### src/rtl/bitmanip_pkg.sv
package bitmanip_pkg;
  typedef enum logic [4:0] {
    OP_LZC   = 5'd0,
    OP_TZC   = 5'd1,
    OP_POP   = 5'd2,
    OP_LZCW  = 5'd3,
    OP_TZCW  = 5'd4,
    OP_POPW  = 5'd5,
    OP_ANDI  = 5'd6,
    OP_ORI   = 5'd7,
    OP_XNOR  = 5'd8,
    OP_SMIN  = 5'd9,
    OP_SMAX  = 5'd10,
    OP_UMIN  = 5'd11,
    OP_UMAX  = 5'd12,
    OP_SXB   = 5'd13,
    OP_SXH   = 5'd14,
    OP_PLO   = 5'd15,
    OP_PHI   = 5'd16,
    OP_PBYTE = 5'd17,
    OP_PWORD = 5'd18
  } op_e;

  localparam int unsigned OP_LAST = 18;
endpackage

### src/rtl/bit_count.sv
module bit_count #(
  parameter int unsigned W  = 64,
  localparam int unsigned CW = $clog2(W) + 1
) (
  input  logic [W-1:0]  val_i,
  output logic [CW-1:0] lead_o,
  output logic [CW-1:0] trail_o,
  output logic [CW-1:0] ones_o
);
  logic hit_l, hit_t;

  always_comb begin
    lead_o = CW'(W);
    hit_l  = 1'b0;
    for (int i = W - 1; i >= 0; i--) begin
      if (!hit_l && val_i[i]) begin
        lead_o = CW'(W - 1 - i);
        hit_l  = 1'b1;
      end
    end
  end

  always_comb begin
    trail_o = CW'(W);
    hit_t   = 1'b0;
    for (int i = 0; i < W; i++) begin
      if (!hit_t && val_i[i]) begin
        trail_o = CW'(i);
        hit_t   = 1'b1;
      end
    end
  end

  always_comb begin
    ones_o = '0;
    for (int i = 0; i < W; i++) ones_o = ones_o + CW'(val_i[i]);
  end
endmodule

### src/rtl/logic_cmp.sv
module logic_cmp
  import bitmanip_pkg::*;
#(
  parameter int unsigned W = 64
) (
  input  op_e          op_i,
  input  logic [W-1:0] a_i,
  input  logic [W-1:0] b_i,
  output logic [W-1:0] res_o
);
  logic a_lt_s, a_lt_u;

  assign a_lt_s = $signed(a_i) < $signed(b_i);
  assign a_lt_u = a_i < b_i;

  always_comb begin
    unique case (op_i)
      OP_ANDI: res_o = a_i & ~b_i;
      OP_ORI:  res_o = a_i | ~b_i;
      OP_XNOR: res_o = ~(a_i ^ b_i);
      OP_SMIN: res_o = a_lt_s ? a_i : b_i;
      OP_SMAX: res_o = a_lt_s ? b_i : a_i;
      OP_UMIN: res_o = a_lt_u ? a_i : b_i;
      OP_UMAX: res_o = a_lt_u ? b_i : a_i;
      default: res_o = '0;
    endcase
  end
endmodule

### src/rtl/pack_ext.sv
module pack_ext
  import bitmanip_pkg::*;
#(
  parameter int unsigned W  = 64,
  localparam int unsigned HW = W / 2,
  localparam int unsigned QW = W / 4
) (
  input  op_e          op_i,
  input  logic [W-1:0] a_i,
  input  logic [W-1:0] b_i,
  output logic [W-1:0] res_o
);
  always_comb begin
    unique case (op_i)
      OP_SXB:   res_o = {{(W-8){a_i[7]}}, a_i[7:0]};
      OP_SXH:   res_o = {{(W-16){a_i[15]}}, a_i[15:0]};
      OP_PLO:   res_o = {b_i[HW-1:0], a_i[HW-1:0]};
      OP_PHI:   res_o = {b_i[W-1:HW], a_i[W-1:HW]};
      OP_PBYTE: res_o = {{(W-16){1'b0}}, b_i[7:0], a_i[7:0]};
      // join halfwords into a word, then sign-extend it
      OP_PWORD: res_o = {{HW{b_i[QW-1]}}, b_i[QW-1:0], a_i[QW-1:0]};
      default:  res_o = '0;
    endcase
  end
endmodule

### src/rtl/bitmanip_basic_unit.sv
module bitmanip_basic_unit
  import bitmanip_pkg::*;
#(
  parameter int unsigned XLEN = 64,
  localparam int unsigned WLEN = XLEN / 2,
  localparam int unsigned FCW  = $clog2(XLEN) + 1,
  localparam int unsigned WCW  = $clog2(WLEN) + 1
) (
  input  logic [4:0]      op_i,
  input  logic [XLEN-1:0] src_a_i,
  input  logic [XLEN-1:0] src_b_i,
  output logic [XLEN-1:0] result_o,
  output logic            illegal_o
);
  op_e             op;
  logic [FCW-1:0]  f_lead, f_trail, f_ones;
  logic [WCW-1:0]  w_lead, w_trail, w_ones;
  logic [XLEN-1:0] lc_res, pk_res;

  assign op = op_e'(op_i);

  bit_count #(.W(XLEN)) u_cnt_full (
    .val_i   (src_a_i),
    .lead_o  (f_lead),
    .trail_o (f_trail),
    .ones_o  (f_ones)
  );

  bit_count #(.W(WLEN)) u_cnt_word (
    .val_i   (src_a_i[WLEN-1:0]),
    .lead_o  (w_lead),
    .trail_o (w_trail),
    .ones_o  (w_ones)
  );

  logic_cmp #(.W(XLEN)) u_logic (
    .op_i  (op),
    .a_i   (src_a_i),
    .b_i   (src_b_i),
    .res_o (lc_res)
  );

  pack_ext #(.W(XLEN)) u_pack (
    .op_i  (op),
    .a_i   (src_a_i),
    .b_i   (src_b_i),
    .res_o (pk_res)
  );

  always_comb begin
    illegal_o = 1'b0;
    unique case (op)
      OP_LZC:  result_o = XLEN'(f_lead);
      OP_TZC:  result_o = XLEN'(f_trail);
      OP_POP:  result_o = XLEN'(f_ones);
      OP_LZCW: result_o = XLEN'(w_lead);
      OP_TZCW: result_o = XLEN'(w_trail);
      OP_POPW: result_o = XLEN'(w_ones);
      OP_ANDI, OP_ORI, OP_XNOR, OP_SMIN, OP_SMAX, OP_UMIN, OP_UMAX:
               result_o = lc_res;
      OP_SXB, OP_SXH, OP_PLO, OP_PHI, OP_PBYTE, OP_PWORD:
               result_o = pk_res;
      default: begin
        result_o  = '0;
        illegal_o = 1'b1;
      end
    endcase
  end
endmodule

### config.mk
export PLATFORM = sky130hd
export DESIGN_NAME = bitmanip_basic_unit
export DESIGN_NICKNAME = d
export VERILOG_FILES = /design/src/rtl/bitmanip_pkg.sv /design/src/rtl/bit_count.sv /design/src/rtl/logic_cmp.sv /design/src/rtl/pack_ext.sv /design/src/rtl/bitmanip_basic_unit.sv
export SDC_FILE = /design/constraint.sdc
export NUM_CORES = 1
export LEC_CHECK = 0
export BUFFER_PORTS_ARGS = -buffer_cell sky130_fd_sc_hd__buf_2
export CELL_PAD_IN_SITES_DETAIL_PLACEMENT = 1
export CELL_PAD_IN_SITES_GLOBAL_PLACEMENT = 1
export CORE_MARGIN = 5
export CORE_UTILIZATION = 40
export DETAILED_ROUTE_END_ITERATION = 10
export GPL_TIMING_DRIVEN = 0
export PLACE_DENSITY = 0.8
export SYNTH_ARGS = -nofsm -noshare
export SYNTH_HDL_FRONTEND = slang
export SYNTH_HIERARCHICAL = 1
export SYNTH_SLANG_ARGS = --single-unit
### constraint.sdc
create_clock -name vclk -period 5.2
set_input_delay 0 -clock vclk [all_inputs]
set_output_delay 0 -clock vclk [all_outputs]
set_load 0.005 [all_outputs]
# Yosys cells after proc, flatten, opt, wreduce, memory -nomap -nowiden
# Index checks and enable logic that the tools add are counted.
op_classes:
  add_sub_neg: 94
  mul: 0
  n_div: 0
  magnitude_cmp: 2
  n_eq_ne: 18
  shifts: 0
  n_mux: 357
  n_bitwise: 5
  n_reduce_logical: 318
op_table:
  columns: ["operator", "n"]
  rows:
  - ["2-to-1 mux 7 bit", 128]
  - ["case mux 64 bit (8 select lines)", 1]
  - ["case mux 64 bit (7 select lines)", 1]
  - ["adder 7 x 1 -> 7 bit", 62]
  - ["2-to-1 mux 6 bit", 64]
  - ["case mux 64 bit (6 select lines)", 1]
  - ["2-to-1 mux 64 bit", 4]
  - ["adder 6 x 1 -> 6 bit", 30]
  - ["2-to-1 mux 1 bit", 158]
  - ["logical AND 1 bit", 157]
  - ["logical NOT 1 bit", 157]
  - ["less-than comparator 64 bit", 2]
  - ["NOT 64 bit", 2]
  - ["bitwise AND 64 bit", 1]
  - ["bitwise OR 64 bit", 1]
  - ["XOR 64 bit", 1]
  - ["== test 5 x 4 -> 1 bit, second input constant", 8]
  - ["== test 5 x 3 -> 1 bit, second input constant", 4]
  - ["OR reduction 19 bit", 1]
  - ["== test 5 bit, second input constant", 3]
  - ["== test 5 x 2 -> 1 bit, second input constant", 2]
  - ["OR reduction 7 bit", 1]
  - ["OR reduction 6 bit", 1]
  - ["== test 5 x 1 -> 1 bit, second input constant", 1]
  - ["2 further kinds", 3]
totals:
  regBits: 0
  latchBits: 0
  ram_bits: 0
  romBits: 0
  input_bits: 133
  word_cells: 794
  n_memories: 0

# Depth between registers and ports, before layout
logic_depth:
  word_depth: 191
  depth_mapped: 25

# Hierarchy
# The synthesis kept the hierarchy.
modules_own_cells:
  columns: ["mod", "n_inst", "cells_each", "area_each_um2"]
  rows:
  - ["logic_cmp", 1, 753, 5471.5]
  - ["bit_count (u_cnt_full)", 1, 458, 3384.5]
  - ["pack_ext", 1, 265, 1587.8]
  - ["bit_count (u_cnt_word)", 1, 193, 1496.4]
  - ["bitmanip_basic_unit", 1, 135, 1096.1]

# Worst setup path before layout
# No wires, ideal clock.
synth_timing:
  path_type: "input -> output"
  start: "input src_a_i[35]"
  end: "output result_o[5]"
  t_arrival_ns: 5.776
  slack_ns: -0.576
  cell_stages: 20
  cell_sequence: "inv_1 > fa_1 > inv_1 > fa_1 > fa_1 > fa_1 > fa_1 > fa_1 > fa_1 > fa_1 > ha_1 > a21o_1 > a21oi_1 > o21bai_1 > a21oi_1 > xnor2_1 > mux4_2 > inv_1 > o22ai_1 > a221o_1"
synth_rtl:
  columns: ["element", "line_no", "rtl"]
  rows:
  - ["from (decl)", "bitmanip_basic_unit.sv:10", "input logic [XLEN-1:0] src_a_i,"]
  - ["adder 7 x 1 -> 7 bit (29 in series)", "bit_count.sv:36", "for (int i = 0; i < W; i++) ones_o = ones_o + CW'(val_i[i]);"]
  - ["via f_ones[5]", "bitmanip_basic_unit.sv:16", "logic [FCW-1:0] f_lead, f_trail, f_ones;"]
  - ["case mux 64 bit (8 select lines)", "bitmanip_basic_unit.sv:52", "unique case (op)"]
  - ["to (decl)", "bitmanip_basic_unit.sv:12", "output logic [XLEN-1:0] result_o,"]
# The timed path passes the listed nets, and every way through them passes these cells.

# Final worst setup path
layout_timing:
  start: "input src_a_i[29]"
  end: "output result_o[2]"
layout_rtl:
  columns: ["element", "line_no"]
  rows:
  - ["adder 7 x 1 -> 7 bit (35 in series)", "bit_count.sv:36"]
  - ["via f_ones[2]", "bitmanip_basic_unit.sv:16"]
  - ["case mux 64 bit (8 select lines)", "bitmanip_basic_unit.sv:52"]
# The timed path passes the listed nets, and every way through them passes these cells.

==> impl_metrics.ini <==
[timing]
final-max-slew-violation-count = 0
setup_viol_count_final = 7
final-hold-violation-count = 0
final.period_utilization_pct = 125.7
fmax_mhz = 153.0
fin_crit_ps = 6534
setup_ws_ps = -1334
rsz0062_at_grt = yes
whs_ps = 568.0
slew_headroom_pct = 35.11
worst_pin_slew_ps = 964.5

[power]
total_power_uw = 8571
comb_power_share_pct = 100.0
vdd_drop_max_uv = 2413
power.internal_uw = 3903
swShare_pct = 54.46
pwr-share-clk_pct = 0
power.switching_uw = 4668
cellPowerDensity_nw_per_um2 = 570.3
pwr-share-seq_pct = 0
leakage_uw = 0.007116

[layout]
multiInputGateArea_um2 = 11330
syn2layout_area_growth_pct = 15.28
fillCellCount = 4218
design_area_um2 = 15030
n_antenna_cell = 0
instances_no_fill = 2455
clock_buffers = 0
numSequentialCells = 0
final_util_pct = 46.42
nNetsFinal = 2379
layout-drive-gt1-share_pct = 19.18
ff_latch_area_um2 = 0

[critical_path]
crit_top_cell = fa_1
critPathTopFamily = adder cells
critPathMaxFanout = 2
critPathBufInv = 12
crit_slowest_cell = fa_2
slowest_delay_ps = 560
cp-start-kind = primary input
arrival_ps = 6530
end_kind = primary output
critPathKind = in -> out
cp.required_ps = 5200

[floorplanning]
rows = 66
start_util_pct = 40.27
die_x_um = 190.5
core_um2 = 32370
pin_count = 198
die_h_um = 190.5
die_area_um2 = 36300

[status]
failed_checks = setup timing
status = finished with violations

[synthesis]
synth.most_common_cell = inv_1
synth_common_cells = 329 x inv_1, 190 x nand2_1, 153 x ha_1
netlist_area_um2 = 13040
syn_inst = 1804
syn-num-nets = 2168
synth_top_area_cell = ha_1
yosys-top-cells-area = ha_1 15%, fa_1 12%, inv_1 9.5%
synth_cell_types = 90
synth_top_area_share_pct = 14.68
yosysSeqAreaShare_pct = 0
syn_avg_cell_area_um2 = 7.226
yosysWarnings = 6

[route]
via_per_inst = 6.699
drt_iter0_drc = 1900
firstDrtPassIters = 6
ant_nets = 0
vias = 16450
routed_wl_um = 69620
drc = 0
wl_per_cell_um = 28.36

[placed_design]
place_hpwl_um = 54470
dp.cells = 2445
place_congestion = 1.012
place.port_buffers = 198
place_area_um2 = 14610

[grt]
grt_pass1_vias = 16730
antenna_found_initial = 0
grt_pass1_wl_um = 102700
grt_max_degree = 21
grt_usage_pct = 36.46
overflow = 0

[worst_hold_path]
hp-class = in -> out

[run]
maxCapViolations = 0
[stage by stage]
stage | setup TNS, ps | worst slack [ps]
2_1_floorplan | -1772 | -507.1
4_1_cts | -7547 | -1345
3_3_place_gp | -8405 | -1488
5_1_grt | -8735 | -1477
6_report | -7561 | -1334
3_5_place_dp | -9326 | -1626
[power groups by stage]
stage | combinational, µW | sequential, µW | clock (µW)
3_5_place_dp | 6270 | 0 | 0
5_1_grt | 9020 | 0 | 0
6_report | 8570 | 0 | 0
2_1_floorplan | 4330 | 0 | 0
4_1_cts | 8260 | 0 | 0
3_3_place_gp | 5960 | 0 | 0
[per-layer routing]
metal  wire length [µm]  vias up  GRT usage (%)
met1              28610     8152          50.13
met5                  0        -              0
met4               3352        0          14.61
met2              30620     1071          57.04
met3               7046      198          6.005
li1                   -     7024              -
[final timing paths]
kind	startpoint	end	cells past startpoint	slack, ps
max	src_a_i[29]	result_o[2]	26	-1330
min	src_b_i[50]	result_o[50]	5	570
[final cells by class]
cell class | count | share of cell area [%]
well taps | 442 | 3.680
repair buffers | 209 | 8.717
multi-input cells | 1366 | 75.40
plain buffers | 109 | 3.955
inverters | 329 | 8.251
[layout by cell type (no fill, tap or decap), types with 11 or more instances in the layout]
| cell type | synthesis | routed |
|---|---|---|
| nand2_1 | 190 | 190 |
| nor4_1 | 21 | 20 |
| fa_1 | 78 | 75 |
| nand3b_1 | 13 | 13 |
| o221ai_2 | 60 | 60 |
| inv_1 | 329 | 317 |
| a22o_1 | 58 | 58 |
| ha_1 | 153 | 152 |
| o21ai_0 | 120 | 117 |
| buf_6 | 19 | 34 |
| nand4_1 | 16 | 16 |
| a221o_1 | 66 | 66 |
| a211oi_1 | 14 | 13 |
| nor2b_1 | 12 | 12 |
| nand3_1 | 93 | 93 |
| o2111ai_1 | 52 | 52 |
| nor3_1 | 37 | 36 |
| a21oi_1 | 69 | 65 |
| a21o_1 | 11 | 11 |
| o211ai_1 | 14 | 14 |
| clkbuf_1 | 61 | 61 |
| nor2_1 | 78 | 78 |
| buf_2 | 25 | 190 |
| buf_4 | 3 | 25 |
[kinds of logic after synthesis]
logic type                 after synthesis  synth area share, %
xor gates and xnor gates                 8               0.5375
and+or+nand+nor                        531                20.80
muxes                                   23                2.169
buffers and inverters                  438                14.03
AOI/OAI and AO/OA                      573                35.80
adders and majority gates              231                26.66
[worst min-delay path: cells and delay by family]
family,cells,cell delay (ps)
buf+inv,3,270
compound gates,2,300
[what timing repair did]
item,in CTS,in global routing
pin swaps,19,13
hold buffers,0,0
resized for setup,88,12
buffers inserted,7,3
setup endpoints to repair,7,7
Note: power is estimated with default switching activity, not from simulation.
